==> config.mk <==
export PLATFORM = sky130hd
export DESIGN_NAME = rate_split_solver
export DESIGN_NICKNAME = d
export VERILOG_FILES = /design/src/rtl/rate_split_solver.sv
export SDC_FILE = /design/constraint.sdc
export NUM_CORES = 1
export LEC_CHECK = 0
export ABC_AREA = 1
export BUFFER_PORTS_ARGS = -buffer_cell sky130_fd_sc_hd__buf_2
export CORE_UTILIZATION = 30
export DETAILED_ROUTE_END_ITERATION = 16
export PLACE_DENSITY_LB_ADDON = 0.25
export RECOVER_POWER = 100
export SLEW_MARGIN = 25
export SYNTH_ARGS = -nofsm -noshare
export SYNTH_HDL_FRONTEND = slang
export SYNTH_SLANG_ARGS = --single-unit
==> constraint.sdc <==
create_clock -name clk -period 8.9 [get_ports clk]
set_input_delay 0.445 -clock clk [delete_from_list [all_inputs] [get_ports clk]]
set_output_delay 0.445 -clock clk [all_outputs]
set_load 0.02 [all_outputs]
==> src/rtl/rate_split_solver.sv <==
module rate_split_solver (
  input  logic        clk,
  input  logic        rst_n,
  input  logic        start,
  input  logic [31:0] src_rate,
  input  logic [31:0] req_rate,
  input  logic [1:0]  src_sel,
  output logic        busy,
  output logic        done,
  output logic        err,
  output logic        sat,
  output logic [4:0]  pre_code,
  output logic [1:0]  post_code,
  output logic [31:0] out_rate
);
  logic        run, spl, done_q, err_q, sat_q;
  logic [1:0]  ph, sel_q, post_c, post_sel;
  logic [4:0]  cnt, pre_c, pre_nx;
  logic [31:0] quo, rem, dvs, src_q, rate_q;

  wire [32:0] sh     = {rem, quo[31]};
  wire [32:0] dif    = sh - {1'b0, dvs};
  wire        take   = ~dif[32];
  wire [31:0] quo_n  = {quo[30:0], take};
  wire [31:0] rem_n  = take ? dif[31:0] : sh[31:0];
  wire [31:0] ceil_q = quo_n + {31'd0, |rem_n};
  wire [31:0] tot    = (ceil_q == 32'd0) ? 32'd1 : ceil_q;
  wire        split  = (sel_q == 2'd3) && (tot > 32'd4);
  wire [31:0] clamp  = (src_rate != 32'd0 && req_rate > src_rate) ? src_rate : req_rate;
  wire [7:0]  prod   = ({3'd0, pre_nx} + 8'd1) * ({6'd0, post_c} + 8'd1);

  always_comb begin
    if (!split)                post_sel = (tot > 32'd4) ? 2'd3 : tot[1:0] - 2'd1;
    else if (tot < 32'd32)     post_sel = 2'd0;
    else if (tot < 32'd64)     post_sel = 2'd1;
    else if (tot < 32'd96)     post_sel = 2'd2;
    else                       post_sel = 2'd3;
  end

  always_comb begin
    if (!spl)                  pre_nx = 5'd0;
    else if (ceil_q > 32'd32)  pre_nx = 5'd31;
    else                       pre_nx = ceil_q[4:0] - 5'd1;
  end

  always_ff @(posedge clk or negedge rst_n) begin
    if (!rst_n) begin
      run <= 1'b0; spl <= 1'b0; done_q <= 1'b0; err_q <= 1'b0; sat_q <= 1'b0;
      ph <= 2'd0; sel_q <= 2'd0; post_c <= 2'd0; cnt <= 5'd0; pre_c <= 5'd0;
      quo <= 32'd0; rem <= 32'd0; dvs <= 32'd1; src_q <= 32'd0; rate_q <= 32'd0;
    end else begin
      done_q <= 1'b0;
      if (!run) begin
        if (start) begin
          src_q <= src_rate; sel_q <= src_sel; sat_q <= 1'b0;
          pre_c <= 5'd0; post_c <= 2'd0; rate_q <= 32'd0;
          if (req_rate == 32'd0) begin
            err_q <= 1'b1; done_q <= 1'b1;
          end else begin
            err_q <= 1'b0; run <= 1'b1; ph <= 2'd0; cnt <= 5'd0;
            quo <= src_rate; rem <= 32'd0; dvs <= clamp;
          end
        end
      end else begin
        cnt <= cnt + 5'd1;
        quo <= quo_n;
        rem <= rem_n;
        if (cnt == 5'd31) begin
          rem <= 32'd0;
          case (ph)
            2'd0: begin
              spl    <= split;
              post_c <= post_sel;
              sat_q  <= !split && (tot > 32'd4);
              quo    <= tot;
              dvs    <= {30'd0, post_sel} + 32'd1;
              ph     <= 2'd1;
            end
            2'd1: begin
              pre_c <= pre_nx;
              if (spl && ceil_q > 32'd32) sat_q <= 1'b1;
              quo   <= src_q;
              dvs   <= {24'd0, prod};
              ph    <= 2'd2;
            end
            default: begin
              rate_q <= quo_n;
              run    <= 1'b0;
              done_q <= 1'b1;
            end
          endcase
        end
      end
    end
  end

  assign busy      = run;
  assign done      = done_q;
  assign err       = err_q;
  assign sat       = sat_q;
  assign pre_code  = pre_c;
  assign post_code = post_c;
  assign out_rate  = rate_q;
endmodule


; After elaboration in Yosys (flattened, before gate mapping)
; Index checks and enable logic that the tools add are counted.
[word_totals]
register_bits = 181
input_bits = 69
out_inout_bits = 43
elab_cells = 121
[op_classes]
addsub = 8
multipliers = 1
n_lt_le_gt_ge = 6
n_eq_ne = 10
n_mux = 59
n_bitwise = 2
n_reduce_logical = 20
[ops]
columns = operator, n
row1 = two-way mux 32 bit, 19
row2 = one-hot mux 32 bit (2 select lines), 2
row3 = zero test 32 bit, 2
row4 = < comparator 32 x 7 -> 1 bit (second input constant), 2
row5 = two-way mux 5 bit, 9
row6 = subtractor 33 x 32 -> 33 bit, 1
row7 = adder 32 x 1 -> 32 bit, 1
row8 = greater-than comparator 32 x 3 -> 1 bit (second input constant), 1
row9 = greater-than comparator 32 bit, 1
row10 = greater-than comparator 32 x 6 -> 1 bit (second input constant), 1
row11 = < comparator 32 x 6 -> 1 bit (second input constant), 1
row12 = nonzero test 32 bit, 1
row13 = OR reduction 32 bit, 1
row14 = two-way mux 2 bit, 12
row15 = two-way mux 1 bit, 15
row16 = AND reduction 3 bit, 4
row17 = multiplier 6 x 3 -> 8 bit, 1
row18 = AND reduction 4 bit, 2
row19 = adder 2 x 1 -> 3 bit (second input constant), 2
row20 = adder 5 x 1 -> 6 bit (second input constant), 1
row21 = inequality test 2 x 1 -> 1 bit (second input constant), 3
row22 = adder 5 x 1 -> 5 bit (second input constant), 1
row23 = equality test 5 bit (second input constant), 1
row24 = subtractor 5 x 1 -> 5 bit (second input constant), 1
row25 = other kinds (15), 21

; Logic depth before layout (Yosys ltp)
; Gate-level depths: netlist (run 1).
[logic_depth]
depth_word = 15
mapped_depth = 56
mapped_depth_nobuf = 56

; Worst setup path before layout (run 1)
; OpenSTA, ideal clock, no wires.
[synth_path]
path_kind = register -> register
from = reg quo[31]
to = reg dvs[7]
setup_ps = 122
t_arrival_ps = 6493
required_time_ps = 8778
slack_ps = 2284
stages_incl_launch_ff = 53
path_buffers = 1
period_less_slack_ps = 6616
path_cell_list = dfrtp_1 > inv_1 > ha_1 > fa_1 > o21ai_1 > a21oi_2 > inv_2 > a21oi_2 > or2_1 > nand2_1 > nand2_1 > nand2_2 > buf_2 > o21ai_0 > nand2_1 > nor2_1 > nand2_1 > nor2_1 > [17 not listed] > inv_1 > xor2_1 > inv_1 > nand2_1 > fa_1 > inv_1 > ha_1 > nand2_1 > nand2_1 > a31oi_1 > nor2_1 > o21ai_0 > nand2_1 > xor2_1 > inv_1 > nand4_1 > nand3_1 > a21oi_1
[synth_between]
elab_chain_cells = 12
word_cells_on_any_way = 14
cone_classes = add/sub (4) / mul (1) / order compare (1) / mux (6) / bitwise (1) / reduce/logical (1)
[synth_rtl]
columns = item, line
row1 = from (decl), 19  ; logic [31:0] quo, rem, dvs, src_q, rate_q;
row2 = from (signal assigned), 66  ; quo <= quo_n;
row3 = from (signal assigned), 75  ; quo <= tot;
row4 = from (signal assigned), 82  ; quo <= src_q;
row5 = subtractor 33 x 32 -> 33 bit, 22  ; wire [32:0] dif = sh - {1'b0, dvs};
row6 = two-way mux 32 bit, 25  ; wire [31:0] rem_n = take ? dif[31:0] : sh[31:0];
row7 = OR reduction 32 bit, 26  ; wire [31:0] ceil_q = quo_n + {31'd0, |rem_n};
row8 = adder 32 x 1 -> 32 bit (*), 26
row9 = greater-than comparator 32 x 6 -> 1 bit or subtractor 5 x 1 -> 5 bit (tied branches), "42, 43"
row10 = two-way mux 5 bit (*), 42  ; else if (ceil_q > 32'd32) pre_nx = 5'd31;
row11 = two-way mux 5 bit (*), 41  ; if (!spl) pre_nx = 5'd0;
row12 = adder 5 x 1 -> 6 bit (*), 30  ; wire [7:0] prod = ({3'd0, pre_nx} + 8'd1) * ({6'd0, post_c} + 8'd1);
row13 = multiplier 6 x 3 -> 8 bit (*), 30
row14 = one-hot mux 32 bit (2 select lines) (*), 70  ; case (ph)
row15 = two-way mux 32 bit (*), 68  ; if (cnt == 5'd31) begin
row16 = two-way mux 32 bit (*), 53  ; if (!run) begin
row17 = to (signal assigned), 76  ; dvs <= {30'd0, post_sel} + 32'd1;
row18 = to (signal assigned), 83  ; dvs <= {24'd0, prod};
row19 = to (decl), 19
; Mark *: on every way between the ends. The rest lies on a longest branch, timed or not. The select of a mux whose other input is x is not followed.
; A chain may end at the register's enable or synchronous reset.

; Worst setup path after layout (run 1)
; Ends and elaborated chain as after synthesis.

==> impl_results.md, run 1 <==
- Mapped Area: 13000 um^2
- Clock Tree Root: clkbuf_16
- Setup crit end kind: register
- DRT antenna net count: 0
- Warnings from Yosys: 0
- Rel. slew slack: -140%
- Status: finished with violations
- Crit Reg-Reg Startpoint: quo[31]$_DFFE_PN0P_
- Avg Cell Area, Syn: 7.12 um^2
- Slowest CP cell: fa_1
- First-pass GRT wire length: 73300 um
- Gr ovfl total: 0
- Failing checks: capacitance limit, slew limit
- Flop pwr share: 26.3%
- Initial Utilization: 30.7%
- Setup TNS: 0 ps
- DP Cell Count: 2467
- Async set-or-reset flop fraction in the synthesized netlist: 100%
- Die area: 44300 um^2
- # rows: 75
- Layout Utilization: 34.6%
- Initial DRC count: 1020
- Worst R2R Path Depth: 54
- Synth cell types: 52
- Post-Syn Instances: 1830
- Final Non-Filler Cells: 2501
- Syn-to-layout area delta: 12.7%
- Clk_lat worst skew: 470 ps
- Worst Path Required: 9280 ps
- Arrival time of the worst setup path: 8470 ps
- Clock share of power: 13.3%
- Worst r2r dst: dvs[7]$_DFFE_PN0P_
- RSZ-0062 raised after global routing: false
- Crit path to: dvs[7]$_DFFE_PN0P_
- Worst setup path start: quo[31]$_DFFE_PN0P_
- Synth Flop Type: dfrtp_1
- Critical Path Fanout Max: 33
- Static Leak: 6.82 nW
- Clock sink total: 181
- Total number of vias: 12900
- Syn nets: 1985
- Register area share after synthesis: 34.8%
- Worst-margin pin slew: 3610 ps
- Worst VDD drop: 175 uV
- IO Pins: 112
- Setup skew after layout: 18.8 ps
- Post-route minimum period: 8090 ps
- Max Cap Viol: 9
- Final Max Slew Viols: 464
- Count of final setup violators: 0
- CTS tree: done
- TritonCTS buffer count: 17
- Final GP Congestion: 0.966
- Post-CTS Setup Inserts: 0
- Comb power frac: 60.3%
- Avg WL per Cell: 18.8 um
- EDFF count, synth: 0
- DR vias/cell: 5.17
- Final Cycle Share: 90.9%
- Class of the worst hold path: input port to register
- Number of global-route vias before repair: 12600
- Setup slack, reg-to-reg: 810 ps
- Cell Int Power: 2.83 mW
- Worst path max stage delay: 540 ps
- 1st-pass router iterations: 6
- Critical path class: register to register
- Hpwl dp: 36000 um
- Core area: 42400 um^2
- H-tree levels: 4
- Final Power: 5.86 mW
- Final wirelength: 47100 um
- Pwr per Cell Area: 399 nW/um^2
- FILL cells: 4680
- Largest net degree at the start of global routing: 86
- GR Util All Layers: 21.7%
- Clock buffer depth: 2
- Ratio of cells with drive above 1 in the final layout: 7.70%
- PortBufs: 111
- Fin. Hold Viols: 0
- Die width: 210 um
- Worst-path clk slew: 70 ps
- Upper clock frequency limit: 0.124 GHz
- NetSw: 3.03 mW
- #FFs+latches synth: 181
- Residual DRC: 0
- Nets: 2065
- Die Ht: 210 um
- Initial antenna violation count: 1
- Critical Path Most Common Cell: nand2_1
- Switching portion of total power: 51.7%
- CP Launch Type: register
[metal layers]
layer / up-vias / part of all wire [%] / track usage (%) / wire length [um]
met4: 0 / 3.4 / 9.30 / 1620
met2: 401 / 47 / 35.4 / 21900
met1: 6161 / 45 / 28.4 / 21100
li1: 6295 / - / - / -
met5: - / 0 / 0 / 0
met3: 81 / 5.2 / 3.47 / 2450
[repair_timing]
| item | CTS | global route |
|---|---|---|
| gates resized for setup | 0 | 2 |
| hold buffers | 1 | 0 |
| hold endpoints to repair | 25 | 0 |
| endpoints found under the setup margin | 0 | 1 |
[critical path, delay by kind of cell, from the launching register on]
kind	cells	cell delay, ps
AND/OR/NAND/NOR	27	2740
adder cells (fa/ha/maj)	7	2280
AO/OA/AOI/OAI	8	1460
buffers and inverters	10	910
flip-flops	1	370
XOR/XNOR	2	230
[power by group through the flow]
stage	registers (mW)	clock network (mW)	logic [mW]
final	1.54	0.782	3.54
after global routing	1.59	0.825	4.00
after CTS	1.53	0.792	3.54
after detailed placement	1.54	0	3.52
after global placement	1.54	0	3.52
after floorplan	1.58	0	2.47
[area by class of cell]
class	instances	area [um^2]	area share [%]
Inverter	244	916	6.24
Clock inverter	13	140	0.954
Tap cell	577	722	4.92
Clock buffer	19	433	2.95
Sequential cell	181	4530	30.9
Multi-Input combinational cell	1338	7330	49.9
Antenna cell	1	2.50	0.0170
Timing Repair Buffer	128	608	4.14
[cell usage in the layout, fill, tap and decap left out, types with 3 or more instances in the layout]
| cell type | count |
|---|---|
| nand2_1 | 408 |
| inv_1 | 239 |
| o21ai_0 | 215 |
| dfrtp_1 | 180 |
| nor2_1 | 172 |
| nand3_1 | 98 |
| ha_1 | 80 |
| a21oi_1 | 75 |
| buf_2 | 67 |
| clkbuf_1 | 53 |
| o22ai_1 | 52 |
| xor2_1 | 26 |
| o211ai_1 | 26 |
| nand4_1 | 22 |
| nor4_1 | 22 |
| clkbuf_16 | 17 |
| o221ai_1 | 13 |
| a22oi_1 | 12 |
| nand2_2 | 10 |
| xnor2_1 | 10 |
| a31oi_1 | 9 |
| nor2_4 | 8 |
| nor3_1 | 8 |
| o21ai_1 | 8 |
| buf_4 | 8 |
| nor2_2 | 7 |
| fa_1 | 6 |
| o21bai_1 | 5 |
| a21boi_0 | 5 |
| nand2_4 | 4 |
| a21oi_2 | 4 |
| o2bb2ai_1 | 4 |
| a22o_1 | 4 |
| a221oi_1 | 4 |
| a2111oi_0 | 4 |
| inv_6 | 4 |
| inv_2 | 3 |
| clkinvlp_4 | 3 |
[sequential cells by signal, indices dropped and copies added (netlist names)]
name	flops
busy	1
cnt	5
done	1
dvs	32
err	1
out_rate	32
ph	2
post_code	2
pre_code	5
quo	32
rem	32
sat	1
sel_q	2
spl	1
src_q	32
[synthesized netlist by cell type (2+ instances only)]
master       n  share of area (%)
and2_1       2              0.096
inv_1      241                6.9
nand4_1     22                1.1
nor2_1     175                5.0
nor4_1      22                1.1
a22o_1       4               0.27
o2bb2ai_1    4               0.27
o21ai_0    214                8.2
o31ai_1      2               0.12
a2111oi_0    4               0.27
inv_2        2              0.058
nand2_2     12               0.58
or2_1        2              0.096
nor2_4       7               0.61
ha_1        80                7.7
nand3_1     98                3.8
xor2_1      26                1.7
nand2_4      2               0.17
buf_1        2              0.058
a21oi_2      4               0.27
o21ai_1      9               0.35
clkbuf_1    55                1.6
a21oi_1     75                2.9
o211ai_1    26                1.5
a221oi_1     4               0.27
o21bai_1     5               0.29
o21a_1       2               0.12
nor2_2       5               0.24
o221ai_1    13               0.87
a21boi_0     5               0.29
o22ai_1     52                2.5
nand2_1    408                 12
fa_1         6               0.92
nor3_1       8               0.31
a22oi_1     12               0.69
dfrtp_1    180                 35
xnor2_1     10               0.67
buf_2        8               0.31
a31oi_1      9               0.43
[cells by family after synthesis]
logic type	after synthesis	synth area share (%)
flops	181	34.8
simple gates	768	25.2
xor+xnor	37	2.54
fa+ha+maj	86	8.60
buf+inv	311	9.12
compound gates	446	19.7
mux	1	0.0864
[through the flow]
stage                     instance area (um^2)  hold WS [ps]  setup WS (ps)
after floorplan                          13000           149           2280
final                                    14700           181            808
after global placement                   14200           457            769
after detailed placement                 14200           470            669
after CTS                                14800           172            614
after global routing                     14700           192           47.7
[worst min path at each step]
stage	endpoint	start	depth (start not counted)	slack (ps)
2_1_floorplan	busy$_DFF_PN0_	rst_n	0	150
3_3_place_gp	sel_q[1]$_DFFE_PN0P_	sel_q[1]$_DFFE_PN0P_	2	460
3_5_place_dp	sel_q[0]$_DFFE_PN0P_	sel_q[0]$_DFFE_PN0P_	2	470
4_1_cts	sel_q[0]$_DFFE_PN0P_	src_sel[0]	3	170
5_1_grt	sel_q[1]$_DFFE_PN0P_	src_sel[1]	3	190
6_report	sel_q[0]$_DFFE_PN0P_	src_sel[0]	3	180
Power figures use the tool's default switching activity.
==> inputs of run 2 (changes only) <==
BUFFER_PORTS_ARGS = not set   (was -buffer_cell sky130_fd_sc_hd__buf_2)
DONT_BUFFER_PORTS = 1   (was not set)
==> impl_results.md, run 2 (synthesis results as in run 1) <==
- Status: finished with violations (unchanged)
- Failing checks: capacitance limit, slew limit (unchanged)
- Comb power frac: 56.8% (was 60.3%)
- Critical path class: register to register (unchanged)
- 1st-pass router iterations: 5 (was 6)
- Clock share of power: 14.3% (was 13.3%)
- H-tree levels: 4 (unchanged)
- Count of final setup violators: 0 (unchanged)
- Setup TNS: 0 ps (unchanged)
- Post-route minimum period: 8100 ps (was 8090 ps)
- Clock Tree Root: clkbuf_16 (unchanged)
- Residual DRC: 0 (unchanged)
- Worst-margin pin slew: 3600 ps (was 3610 ps)
- CP Launch Type: register (unchanged)
- Slowest CP cell: fa_1 (unchanged)
- Final Max Slew Viols: 460 (was 464)
- Pwr per Cell Area: 407 nW/um^2 (was 399 nW/um^2)
- Avg WL per Cell: 19.5 um (was 18.8 um)
- Syn-to-layout area delta: 9.40% (was 12.7%)
- Hpwl dp: 35300 um (was 36000 um)
- Static Leak: 6.55 nW (was 6.82 nW)
- Clock buffer depth: 2 (unchanged)
- PortBufs: 0 (was 111)
- Die Ht: 210 um (unchanged)
- Hold Crit Start: src_sel[0] (unchanged)
- DR vias/cell: 5.21 (was 5.17)
- Final Non-Filler Cells: 2389 (was 2501)
- Worst path max stage delay: 540 ps (about the same)
- Final wirelength: 46600 um (was 47100 um)
- Core area: 42400 um^2 (unchanged)
- Clk_lat worst skew: 450 ps (was 470 ps)
- Placement Cell Area: 13600 um^2 (was 14200 um^2)
- Upper clock frequency limit: 0.123 GHz (was 0.124 GHz)
- Die width: 210 um (unchanged)
- Ratio of cells with drive above 1 in the final layout: 4.69% (was 7.70%)
- Commonest non-fill, non-tap cells in the layout: nand2_1 (408), inv_1 (239), o21ai_0 (214) (was nand2_1 (408), inv_1 (239), o21ai_0 (215))
- Final Cycle Share: 91.0% (was 90.9%)
- Total number of vias: 12400 (was 12900)
- Design area: 14300 um^2 (was 14700 um^2)
- Worst VDD drop: 173 uV (was 175 uV)
- Nets: 1953 (was 2065)
- Clock sink total: 181 (unchanged)
- Initial Utilization: 30.7% (unchanged)
- Worst setup path start: quo[31]$_DFFE_PN0P_ (unchanged)
- Arrival time of the worst setup path: 8430 ps (was 8470 ps)
- Die area: 44300 um^2 (unchanged)
- Final GP Congestion: 0.925 (was 0.966)
- GR Util All Layers: 21.3% (was 21.7%)
- Worst Path Required: 9230 ps (was 9280 ps)
- Number of global-route vias before repair: 12200 (was 12600)
- DP Cell Count: 2353 (was 2467)
- Fin. Hold Viols: 0 (unchanged)
- Gr ovfl total: 0 (unchanged)
- Initial antenna violation count: 1 (unchanged)
- Setup crit end kind: register (unchanged)
- Critical Path Most Common Cell: nand2_1 (unchanged)
- FILL cells: 4644 (was 4680)
- Rel. slew slack: -140% (about the same)
- DRT antenna net count: 0 (unchanged)
- Flop pwr share: 28.9% (was 26.3%)
- IO Pins: 112 (unchanged)
- Place WS: 502 ps (was 669 ps)
- # rows: 75 (unchanged)
- Switching portion of total power: 50.8% (was 51.7%)
- Cell Int Power: 2.86 mW (was 2.83 mW)
- NetSw: 2.95 mW (was 3.03 mW)
- Crit Reg-Reg Startpoint: quo[31]$_DFFE_PN0P_ (unchanged)
- Worst-path clk slew: 80 ps (was 70 ps)
- Commonest non-fill, non-tap cell in the layout: nand2_1 (unchanged)
- Final worst slack: 799 ps (was 808 ps)
- Initial DRC count: 1131 (was 1020)
- First-pass GRT wire length: 72300 um (was 73300 um)
- TritonCTS buffer count: 17 (unchanged)
- Setup skew after layout: 17.1 ps (was 18.8 ps)
- Max Cap Viol: 8 (was 9)
- Largest net degree at the start of global routing: 182 (was 86)
- Class of the worst hold path: input port to register (unchanged)
- Critical Path Fanout Max: 13 (was 33)
- CTS tree: done (unchanged)
==> run 2: what timing repair did <==
item	in CTS	in global routing
buffers inserted	0	0
endpoints found under the hold margin	181	46
gates resized for setup	0	7
setup endpoints to repair	0	3
hold buffers	1	1
==> run 2: final timing paths <==
| path | to | slack, ps | depth (start not counted) |
|---|---|---|---|
| hold / removal | sel_q[0]$_DFFE_PN0P_ | 110 | 2 |
| setup / recovery | dvs[7]$_DFFE_PN0P_ | 800 | 50 |
| max in group asynchronous | busy$_DFF_PN0_ | 2840 | 3 |
| setup reg to reg | dvs[7]$_DFFE_PN0P_ | 800 | 50 |
| min in group asynchronous | rem[29]$_DFFE_PN0P_ | 1330 | 2 |
| hold reg to reg | sel_q[1]$_DFFE_PN0P_ | 480 | 2 |
==> run 2: cell type report <==
cell class | instances | area (um^2) | area share [%]
Clock inverter | 12 | 165 | 1.16
Tap cell | 577 | 722 | 5.06
Timing Repair Buffer | 16 | 105 | 0.737
Antenna cell | 1 | 2.50 | 0.0176
Multi-Input combinational cell | 1338 | 7350 | 51.6
Clock buffer | 20 | 457 | 3.20
Inverter | 244 | 916 | 6.43
Sequential cell | 181 | 4530 | 31.8
==> run 2: power groups by stage <==
| stage | logic (mW) | clock network, mW | registers (mW) |
|---|---|---|---|
| 5_1_grt | 3.77 | 0.875 | 1.73 |
| 3_3_place_gp | 3.22 | 0 | 1.68 |
| 6_report | 3.30 | 0.832 | 1.67 |
| 3_5_place_dp | 3.23 | 0 | 1.68 |
| 2_1_floorplan | 2.47 | 0 | 1.58 |
| 4_1_cts | 3.26 | 0.854 | 1.67 |
==> run 2: metrics by stage <==
stage | util, % | total power [mW] | hold slack, ps
after detailed placement | 32.1 | 4.91 | 163
final | 33.6 | 5.80 | 110
after floorplan | - | 4.05 | 149
after CTS | 33.6 | 5.79 | 93.1
after global routing | 33.6 | 6.38 | 108
after global placement | 32.1 | 4.90 | 161
==> run 2: critical path, delay by kind of cell (launching register included) <==
family | cells | cell delay (ps)
XOR/XNOR | 3 | 410
AND/OR/NAND/NOR | 26 | 3330
flip-flops | 1 | 370
AO/OA/AOI/OAI | 7 | 1090
buffers and inverters | 7 | 460
adder cells (fa/ha/maj) | 7 | 2310
==> run 2: per-layer routing <==
layer,wire [um],GRT usage [%],up-vias
met5,0,0,-
met4,1130,6.47,0
met3,2140,2.99,52
met2,22300,36.0,315
met1,21000,28.2,6004
li1,-,-,6064
==> inputs of run 3 (changes only) <==
--- a/config.mk
+++ b/config.mk
@@ -7,3 +7,3 @@
 export LEC_CHECK = 0
-export ABC_AREA = 1
+export CORE_ASPECT_RATIO = 0.8
 export CORE_UTILIZATION = 30
==> constraint.sdc (replaced) <==
create_clock -name clk -period 8.9 [get_ports clk]
set_input_delay 1.78 -clock clk [delete_from_list [all_inputs] [get_ports clk]]
set_output_delay 1.78 -clock clk [all_outputs]
set_load 0.02 [all_outputs]
==> impl_results.md, run 3 <==
- Status: finished with violations (unchanged)
- Failing checks: capacitance limit, slew limit (unchanged)
- Top cell type by total area after synthesis: dfrtp_1 (unchanged)
- Gr ovfl total: 0 (unchanged)
- Final Max Slew Viols: 145 (was 460)
- Hpwl dp: 36000 um (was 35300 um)
- Multiplexer share of the synthesized area: 3.30% (was 0.0864%)
- Syn nets: 1789 (was 1985)
- DP Cell Count: 2187 (was 2353)
- Clock Tree Root: clkbuf_16 (unchanged)
- Cell Int Power: 3.21 mW (was 2.86 mW)
- Nets: 1817 (was 1953)
- First-pass GRT wire length: 73000 um (was 72300 um)
- Final wirelength: 47800 um (was 46600 um)
- Final GP Congestion: 0.948 (was 0.925)
- Initial Utilization: 30.8% (was 30.7%)
- Max Cap Viol: 3 (was 8)
- Worst Path Required: 9230 ps (about the same)
- Worst R2R Path Depth: 40 (was 50)
- Setup TNS: 0 ps (unchanged)
- Mapped Area: 13100 um^2 (was 13000 um^2)
- XOR/XNOR share of the synthesized area: 4.43% (was 2.54%)
- Largest net degree at the start of global routing: 182 (unchanged)
- #FFs+latches synth: 181 (unchanged)
- H-tree levels: 4 (unchanged)
- 1st-pass router iterations: 5 (unchanged)
- DR vias/cell: 5.62 (was 5.21)
- FILL cells: 4442 (was 4644)
- Rel. slew slack: -69.3% (was -140%)
- Switching portion of total power: 46.9% (was 50.8%)
- CP Launch Type: register (unchanged)
- Slowest CP cell: or4_4 (was fa_1)
- Pwr per Cell Area: 400 nW/um^2 (was 407 nW/um^2)
- Synth Area in Compound Gates: 20.7% (was 19.7%)
- Residual DRC: 0 (unchanged)
- Final Cycle Share: 99.6% (was 91.0%)
- Critical Path Fanout Max: 3 (was 13)
- Post-Syn Instances: 1634 (was 1830)
- Clk_lat worst skew: 450 ps (about the same)
- Hold buffer count at cts: 0 (was 1)
- Die width: 235 um (was 210 um)
- Critical path class: register to register (unchanged)
- Post-synth top cells: nand2_1 (211), dfrtp_1 (180), o21ai_0 (160) (was nand2_1 (408), inv_1 (241), o21ai_0 (214))
- Die Ht: 189 um (was 210 um)
- Largest cells by area after synthesis: dfrtp_1 (34%), ha_1 (7.7%), o21ai_0 (6.1%), nand2_1 (6.1%), a21oi_1 (5.4%) (was dfrtp_1 (35%), nand2_1 (12%), o21ai_0 (8.2%), ha_1 (7.7%), inv_1 (6.9%))
- TritonCTS buffer count: 17 (unchanged)
- Worst-margin pin slew: 2540 ps (was 3600 ps)
- Warnings from Yosys: 0 (unchanged)
- Post-route minimum period: 8860 ps (was 8100 ps)
- CTS tree: done (unchanged)
- Initial DRC count: 1458 (was 1131)
- Final Non-Filler Cells: 2231 (was 2389)
- Design area: 15100 um^2 (was 14300 um^2)
- Setup skew after layout: 11.1 ps (was 17.1 ps)
- Initial antenna violation count: 2 (was 1)
- Worst path depth: 40 (was 50)
- Commonest non-fill, non-tap cell in the layout: nand2_1 (unchanged)
- Clock share of power: 13.7% (was 14.3%)
- Ratio of cells with drive above 1 in the final layout: 13.1% (was 4.69%)
- Class of the worst hold path: register to register (was input port to register)
- Number of global-route vias before repair: 11700 (was 12200)
- Setup crit end kind: register (unchanged)
- Count of final setup violators: 0 (unchanged)
- Flop pwr share: 25.7% (was 28.9%)
- Total number of vias: 12500 (was 12400)
- Async set-or-reset flop fraction in the synthesized netlist: 100% (unchanged)
- Avg WL per Cell: 21.4 um (was 19.5 um)
- Static Leak: 6.84 nW (was 6.55 nW)
- Synth Area in Simple Gates: 22.0% (was 25.2%)
- PortBufs: 0 (unchanged)
- Layout Utilization: 35.7% (was 33.6%)
- Most frequent cell after synthesis: nand2_1 (unchanged)
- Worst VDD drop: 197 uV (was 173 uV)
- NetSw: 2.84 mW (was 2.95 mW)
- # rows: 67 (was 75)
- Clock sink total: 181 (unchanged)
- Upper clock frequency limit: 0.113 GHz (was 0.123 GHz)
- EDFF count, synth: 0 (unchanged)
- Die area: 44400 um^2 (was 44300 um^2)
- Comb power frac: 60.5% (was 56.8%)
- Core area: 42400 um^2 (about the same)
- Fin. Hold Viols: 0 (unchanged)
- Syn-to-layout area delta: 15.9% (was 9.40%)
- Worst-path clk slew: 70 ps (was 80 ps)
- Worst Hold Depth: 2 (unchanged)
- Synth Flop Type: dfrtp_1 (unchanged)
- GR Util All Layers: 21.5% (was 21.3%)
- IO Pins: 112 (unchanged)
- DRT antenna net count: 0 (unchanged)
- Worst path max stage delay: 560 ps (was 540 ps)
- Buf+Inv Stages, Crit Path: 3 (was 7)
- Synth cell types: 73 (was 52)
- Register area share after synthesis: 34.7% (was 34.8%)
- Adder-cell share of the synthesized area: 8.59% (was 8.60%)
- Combinational family with the most area after synthesis: simple AND/OR/NAND/NOR gates (unchanged)
- RSZ-0062 raised after global routing: true
- Commonest non-fill, non-tap cells in the layout: nand2_1 (209), dfrtp_1 (180), o21ai_0 (157) (was nand2_1 (408), inv_1 (239), o21ai_0 (214))
- CP delay by family, top: simple AND/OR/NAND/NOR gates (unchanged)
- Area fraction of the dominant cell type after synthesis: 34.5% (was 34.6%)
- Placement Cell Area: 14200 um^2 (was 13600 um^2)
- Clock buffer depth: 2 (unchanged)
- Critical Path Most Common Cell: ha_4 (was nand2_1)
- Avg Cell Area, Syn: 7.99 um^2 (was 7.12 um^2)
- Arrival time of the worst setup path: 9190 ps (was 8430 ps)
- Final Power: 6.05 mW (was 5.80 mW)
## run 3: changes by cell type in the layout (fill, tap and decap cells not counted), sizes merged, moves of 22 or more
cell / delta
inv: -135
mux2i: +34
o21ai: -59
buf: +104
a21oi: +62
nand2: -211
o22ai: -44
xnor2: +28
nor2: -74
a21o: +22
## run 3: cell type report
cell class,instances,area [um^2],area share (%)
Antenna cell,4,10.0,0.0661
Clock inverter,12,164,1.08
Inverter,106,398,2.63
Timing Repair Buffer,116,872,5.76
Sequential cell,181,4530,29.9
Multi-Input combinational cell,1240,8010,52.9
Clock buffer,20,457,3.02
Tap cell,552,691,4.56
## run 3: layer usage
| layer | vias up | global-route usage [%] | routed length (um) |
|---|---|---|---|
| li1 | 5880 | - | - |
| met1 | 6116 | 33.0 | 23400 |
| met2 | 490 | 28.7 | 18700 |
| met3 | 50 | 6.28 | 4670 |
| met4 | 0 | 5.58 | 1050 |
| met5 | - | 0 | 0 |
## run 3: kinds of logic (layout without fill, tap and decap cells)
| kind of cell | count (synthesis) | after routing |
|---|---|---|
| AO/OA/AOI/OAI | 452 | 452 |
| XOR/XNOR | 66 | 66 |
| adder cells (fa/ha/maj) | 86 | 86 |
| buffers and inverters | 213 | 254 |
| flip-flops | 181 | 181 |
| multiplexers | 42 | 42 |
| other | 0 | 4 |
| AND/OR/NAND/NOR | 594 | 594 |
## run 3: worst register-to-register path: cells and delay by family, from the launching register on
| kind | cells | cell delay [ps] |
|---|---|---|
| and+or+nand+nor | 17 | 4120 |
| AOI/OAI and AO/OA | 11 | 1940 |
| adders and majority gates | 7 | 1910 |
| DFF | 1 | 360 |
| xor gates and xnor gates | 2 | 230 |
| buffers and inverters | 3 | 180 |
## run 3: worst paths after layout
path	start	end	slack, ps
min in group asynchronous	rst_n	post_code[1]$_DFFE_PN0P_	1020
worst max-delay path	quo[31]$_DFFE_PN0P_	dvs[7]$_DFFE_PN0P_	40
worst min-delay path	src_q[8]$_DFFE_PN0P_	src_q[8]$_DFFE_PN0P_	480
worst max register to register	quo[31]$_DFFE_PN0P_	dvs[7]$_DFFE_PN0P_	40
max in group asynchronous	rst_n	dvs[6]$_DFFE_PN0P_	7230
worst min register to register	src_q[8]$_DFFE_PN0P_	src_q[8]$_DFFE_PN0P_	480
## run 3: timing repair
action	4_1_cts	5_1_grt
setup endpoints to repair	2	4
setup buffers	3	5
pin swaps	11	33
endpoints found under the hold margin	0	0
gates resized for setup	14	45
## run 3: power by group through the flow
stage | combinational (mW) | sequential [mW] | clock (mW)
floorplan | 2.43 | 1.31 | 0
global placement | 3.41 | 1.55 | 0
detailed placement | 3.42 | 1.56 | 0
CTS | 3.47 | 1.54 | 0.847
global route | 4.02 | 1.60 | 0.880
finish | 3.66 | 1.56 | 0.831
## run 3: per-stage QoR
stage / setup slack, ps / hold slack, ps
after detailed placement: -430 / 470
after CTS: 9.23 / 486
final: 38.7 / 482
after global routing: -284 / 516
after global placement: -144 / 464
after floorplan: 71.6 / 446
